$ cat src/rtl/slot_arb_pkg.sv
package slot_arb_pkg;
  localparam int DEF_CLIENTS = 14;
  localparam int DEF_SLOTS   = 64;
  localparam int DEF_CW      = $clog2(DEF_CLIENTS);
  localparam int DEF_SW      = $clog2(DEF_SLOTS);

  typedef enum logic {
    REGION_EXT = 1'b0,
    REGION_INT = 1'b1
  } region_e;
endpackage

$ cat src/rtl/slot_owner_table.sv
module slot_owner_table #(
  parameter int NC = slot_arb_pkg::DEF_CLIENTS,
  parameter int NS = slot_arb_pkg::DEF_SLOTS,
  parameter int CW = $clog2(NC),
  parameter int SW = $clog2(NS)
) (
  input  logic          clk,
  input  logic          rst,
  input  logic          we,
  input  logic [SW-1:0] w_slot,
  input  logic [CW-1:0] w_client,
  input  logic [SW-1:0] r_slot,
  output logic [CW-1:0] r_owner
);
  localparam logic [CW-1:0] MAX_ID = CW'(NC - 1);

  logic [CW-1:0] owners [NS];
  logic          w_ok;

  assign w_ok = we && (w_client <= MAX_ID);

  always_ff @(posedge clk) begin
    if (rst) begin
      for (int i = 0; i < NS; i++) owners[i] <= '0;
    end else if (w_ok) begin
      owners[w_slot] <= w_client;
    end
  end

  assign r_owner = owners[r_slot];
endmodule

$ cat src/rtl/slot_grant_pick.sv
module slot_grant_pick #(
  parameter int NC = slot_arb_pkg::DEF_CLIENTS,
  parameter int CW = $clog2(NC)
) (
  input  logic [CW-1:0] owner,
  input  logic [NC-1:0] req,
  output logic [NC-1:0] pick,
  output logic          owner_wants
);
  logic [NC-1:0] owner_hot;
  logic [NC-1:0] lowest;

  assign owner_hot   = {{(NC-1){1'b0}}, 1'b1} << owner;
  assign owner_wants = |(owner_hot & req);

  always_comb begin
    lowest = '0;
    for (int i = NC - 1; i >= 0; i--) begin
      if (req[i]) begin
        lowest    = '0;
        lowest[i] = 1'b1;
      end
    end
  end

  assign pick = owner_wants ? owner_hot : lowest;
endmodule

$ cat src/rtl/region_slot_arb.sv
module region_slot_arb #(
  parameter int NC = slot_arb_pkg::DEF_CLIENTS,
  parameter int NS = slot_arb_pkg::DEF_SLOTS,
  parameter int CW = $clog2(NC),
  parameter int SW = $clog2(NS)
) (
  input  logic          clk,
  input  logic          rst,
  input  logic [NC-1:0] req,
  input  logic          we,
  input  logic [SW-1:0] w_slot,
  input  logic [CW-1:0] w_client,
  output logic [NC-1:0] gnt,
  output logic [SW-1:0] slot
);
  localparam logic [SW-1:0] LAST = SW'(NS - 1);

  logic [SW-1:0] ptr;
  logic [CW-1:0] cur_owner;
  logic [NC-1:0] pick;
  logic          owner_wants;

  slot_owner_table #(.NC(NC), .NS(NS), .CW(CW), .SW(SW)) u_table (
    .clk      (clk),
    .rst      (rst),
    .we       (we),
    .w_slot   (w_slot),
    .w_client (w_client),
    .r_slot   (ptr),
    .r_owner  (cur_owner)
  );

  slot_grant_pick #(.NC(NC), .CW(CW)) u_pick (
    .owner       (cur_owner),
    .req         (req),
    .pick        (pick),
    .owner_wants (owner_wants)
  );

  always_ff @(posedge clk) begin
    if (rst) begin
      ptr  <= '0;
      gnt  <= '0;
      slot <= LAST;
    end else begin
      gnt  <= pick;
      slot <= ptr;
      ptr  <= (ptr == LAST) ? '0 : ptr + 1'b1;
    end
  end
endmodule

$ cat src/rtl/dual_region_slot_arb.sv
module dual_region_slot_arb #(
  parameter int NC = slot_arb_pkg::DEF_CLIENTS,
  parameter int NS = slot_arb_pkg::DEF_SLOTS,
  parameter int CW = $clog2(NC),
  parameter int SW = $clog2(NS)
) (
  input  logic          clk,
  input  logic          rst,
  input  logic [NC-1:0] ext_req,
  input  logic [NC-1:0] int_req,
  input  logic          wr_en,
  input  logic          wr_region,
  input  logic [SW-1:0] wr_slot,
  input  logic [CW-1:0] wr_client,
  output logic [NC-1:0] ext_gnt,
  output logic [SW-1:0] ext_slot,
  output logic [NC-1:0] int_gnt,
  output logic [SW-1:0] int_slot
);
  import slot_arb_pkg::*;

  logic we_ext;
  logic we_int;

  assign we_ext = wr_en && (region_e'(wr_region) == REGION_EXT);
  assign we_int = wr_en && (region_e'(wr_region) == REGION_INT);

  region_slot_arb #(.NC(NC), .NS(NS), .CW(CW), .SW(SW)) u_ext (
    .clk      (clk),
    .rst      (rst),
    .req      (ext_req),
    .we       (we_ext),
    .w_slot   (wr_slot),
    .w_client (wr_client),
    .gnt      (ext_gnt),
    .slot     (ext_slot)
  );

  region_slot_arb #(.NC(NC), .NS(NS), .CW(CW), .SW(SW)) u_int (
    .clk      (clk),
    .rst      (rst),
    .req      (int_req),
    .we       (we_int),
    .w_slot   (wr_slot),
    .w_client (wr_client),
    .gnt      (int_gnt),
    .slot     (int_slot)
  );
endmodule

$ cat config.mk
export PLATFORM = sky130hd
export DESIGN_NAME = dual_region_slot_arb
export DESIGN_NICKNAME = d
export VERILOG_FILES = /design/src/rtl/slot_arb_pkg.sv /design/src/rtl/slot_owner_table.sv /design/src/rtl/slot_grant_pick.sv /design/src/rtl/region_slot_arb.sv /design/src/rtl/dual_region_slot_arb.sv
export SDC_FILE = /design/constraint.sdc
export NUM_CORES = 1
export LEC_CHECK = 0
export BUFFER_PORTS_ARGS = -buffer_cell sky130_fd_sc_hd__buf_2
export CORE_ASPECT_RATIO = 0.9
export CORE_MARGIN = 4
export CORE_UTILIZATION = 26
export CTS_CLUSTER_DIAMETER = 80
export DETAILED_ROUTE_END_ITERATION = 10
export PLACE_DENSITY = 0.38
export SLEW_MARGIN = 25
export SYNTH_ARGS = -nofsm -noshare
export SYNTH_HDL_FRONTEND = slang
export SYNTH_SLANG_ARGS = --single-unit
$ cat constraint.sdc
create_clock -name clk -period 4.4 [get_ports clk]
set_input_delay 0.66 -clock clk [delete_from_list [all_inputs] [get_ports clk]]
set_output_delay 0.66 -clock clk [all_outputs]
set_load 0.01 [all_outputs]
==> flow_summary.ini <==
[setup_path]
worst_ep_required_time_ps = 4890
cpMostUsedCell = buf_4
critPathMaxFanout = 15
r2r-start = u_ext.ptr[0]$_SDFF_PP0_
crit_slowest_cell = dfxtp_4
end_kind = flip-flop
path_cells = buf_4, mux4_2, nor2b_1, a2111oi_0, buf_4, or4_1, nand2_1, mux2i_1, o221a_2, o211a_1, and2_1, a32o_1
rr_worst_depth = 12
critical_path_class = flip-flop to flip-flop
startpoint_type = flip-flop
critPathMaxStageDelay_ps = 570
r2r-end = u_ext.gnt[8]$_SDFF_PP0_
arrival_ps = 4680
r2r_setup_slack_ps = 210

[cts]
cts_tree = built
cts-root-buf = clkbuf_16
cts_setup_buffers = 0
cts.sinks = 564
clk_latency_ps = 620
htree_levels = 3
path_clk_slew_ps = 60
cts_buffer_depth = 3
cts-buffers-inserted = 69

[logic_synthesis]
netlist_instances = 2114
synthFlopType = edfxtp_1
synth_top_area_share_pct = 56.6
yosysTopAreaCell = edfxtp_1
synthTopCellsByCount = and2_1 (519), edfxtp_1 (512), nor2_1 (175)
syn_area_um2 = 27200
synth_area_per_cell_um2 = 12.8
ys_ff_latch = 564
synth.most_common_cell = and2_1
syn-num-nets = 2158
yosys_warnings = 0
async_flop_share_pct = 0
ys_types = 65
ys_seq_area_share_pct = 60.4
synth-edff-count = 512
synth.area.top_cells = edfxtp_1 (57%), and2_1 (12%), mux4_2 (8.5%)

[floorplan]
die_w_um = 349
row_count = 112
dieHeight_um = 315
start_util_pct = 26.2
pin_count = 82
core_area_um2 = 104000
die_area_um2 = 110000

[drt]
wl_per_cell_um = 23.6
route.detailed.drc = 0
dr.pass1.iters = 5
drt_iter0_drc = 1280
via_count = 17000
drt.antenna.violating_nets = 0
routed_via_density = 4.76
finalWirelength_mm = 84.3

[power]
power_leakage_nw = 10.6
pwr_density_cell_nw_per_um2 = 421
seq_power_share_pct = 47.3
power.share.clock_pct = 42.9
power.switching_mw = 3.24
combPwrFrac_pct = 9.8
vdd_drop_max_mv = 0.247
p_sw_share_pct = 24.5
fin_total_pwr_mw = 13.2
p_int_mw = 9.97

[hold_path]
hp-start = int_req[5]
min_to = u_int.gnt[5]$_SDFF_PP0_
holdCritPathClass = input port to flip-flop
min_path_cells = 3

[layout]
fillers = 10400
area_growth_pct = 15.4
nNetsFinal = 2192
drive_above_1_share_pct = 17.5

[grt]
grt-ovfl-total = 0
grt_max_degree = 80
grt_pass1_wl_mm = 123
gr-usage-all-layers_pct = 15.3
antenna_found_initial = 8
grt_pass1_vias = 17600

[sta]
fin_setup_tns_ps = 0
finalHoldViolations = 0
final_max_slew_viol_count = 0
fmax_ghz = 0.239
clock_skew_ps = 24.8
layout_min_cycle_time_ps = 4190
setup_violations = 0
worstMarginPinSlew_ps = 1050
min_period_over_period_pct = 95.1
rsz0062_at_grt = no
maxSlewHeadroom_pct = 29.9

[placed_design]
place_hpwl_mm = 55.1
port_buffers = 81
place.gp.congestion = 0.785

[outcome]
status = completed

[flow_run]
maxCapViolations = 0
[power by group through the flow]
stage / Sequential [mW] / Combinational [mW] / Clock (mW)
2_1_floorplan: 6.26 / 0.831 / 0
3_3_place_gp: 6.37 / 1.30 / 0
3_5_place_dp: 6.36 / 1.31 / 0
4_1_cts: 6.25 / 1.31 / 5.82
5_1_grt: 6.27 / 1.39 / 6.05
6_report: 6.25 / 1.29 / 5.67
[metrics by stage]
stage	std cells	setup slack, ps	utilization, %	instance area (µm²)	hold slack [ps]
after global routing	3569	2.62	30.2	31300	302
final	3571	214	30.2	31300	326
after detailed placement	3445	215	28.1	29100	696
after CTS	3568	198	30.2	31300	275
after global placement	3445	245	28.1	29100	695
after floorplan	2114	867	-	27200	527
[cell usage in the layout (no fill, tap or decap), types with 15 or more instances in the layout]
master	n
and2_1	519
edfxtp_1	512
nor2_1	175
o21ai_0	140
mux4_2	103
mux2i_1	84
buf_2	77
clkbuf_16	73
buf_4	62
nand2_1	59
dfxtp_1	46
nand3_1	29
a22oi_1	29
clkinv_1	19
nor2b_1	16
or3_1	15
[how the worst max path moves through the flow]
stage / startpoint / endpoint / slack (ps) / cells past startpoint
finish: u_ext.ptr[0]$_SDFF_PP0_ / u_ext.gnt[8]$_SDFF_PP0_ / 210 / 12
global route: u_ext.ptr[0]$_SDFF_PP0_ / u_ext.gnt[8]$_SDFF_PP0_ / 3 / 12
CTS: u_ext.ptr[0]$_SDFF_PP0_ / u_ext.gnt[8]$_SDFF_PP0_ / 200 / 11
detailed placement: u_ext.ptr[0]$_SDFF_PP0_ / u_ext.gnt[8]$_SDFF_PP0_ / 210 / 11
global placement: u_ext.ptr[0]$_SDFF_PP0_ / u_ext.gnt[8]$_SDFF_PP0_ / 240 / 11
floorplan: u_int.ptr[1]$_SDFF_PP0_ / u_int.gnt[8]$_SDFF_PP0_ / 870 / 13
[worst max-delay path, delay by kind of cell (launching register included)]
family	cells	cell delay (ps)
DFF	1	570
buffers and inverters	2	530
and+or+nand+nor	4	770
AOI/OAI and AO/OA	4	1460
muxes	2	720
[layout make-up]
cell class,instances,area [µm²],area share (%)
clock buffers,89,1930,6.15
repair buffers,147,985,3.14
clock inverters,34,307,0.978
inverters,18,70.1,0.224
multi-input cells,1348,9910,31.6
diodes,3,7.51,0.0239
flip-flops and latches,564,16400,52.4
well taps,1368,1710,5.46
[routing by layer]
metal  share of wire [%]  vias to the layer above  global-route usage (%)
met5               0.049                        -                       0
li1                    -                     7767                       -
met4                 1.7                        6                    3.80
met1                  48                     8661                    22.4
met2                  44                      470                    23.2
met3                 6.1                      104                    3.27
[flip-flops by register name, summed over array words and instances (netlist names)]
name	flops
u_ext.slot	6
u_int.u_table.owners	256
u_ext.u_table.owners	256
u_ext.ptr	6
u_int.ptr	6
u_int.gnt	14
u_int.slot	6
u_ext.gnt	14
[timing repair]
item,in CTS,in global routing
hold buffers,0,0
gates resized for setup,0,1
endpoints found under the setup margin,0,2
[kinds of logic (layout without fill, tap and decap cells)]
| kind of cell | Yosys count | after routing | synth area share [%] |
|---|---|---|---|
| AOI/OAI and AO/OA | 254 | 254 | 5.75 |
| xor gates and xnor gates | 8 | 8 | 0.258 |
| adders and majority gates | 2 | 2 | 0.0921 |
| buffers and inverters | 202 | 288 | 3.07 |
| DFF | 564 | 564 | 60.4 |
| muxes | 198 | 198 | 12.1 |
| other | 0 | 3 | 0 |
| and+or+nand+nor | 886 | 886 | 18.3 |
Note: power is estimated with default switching activity, not from simulation.
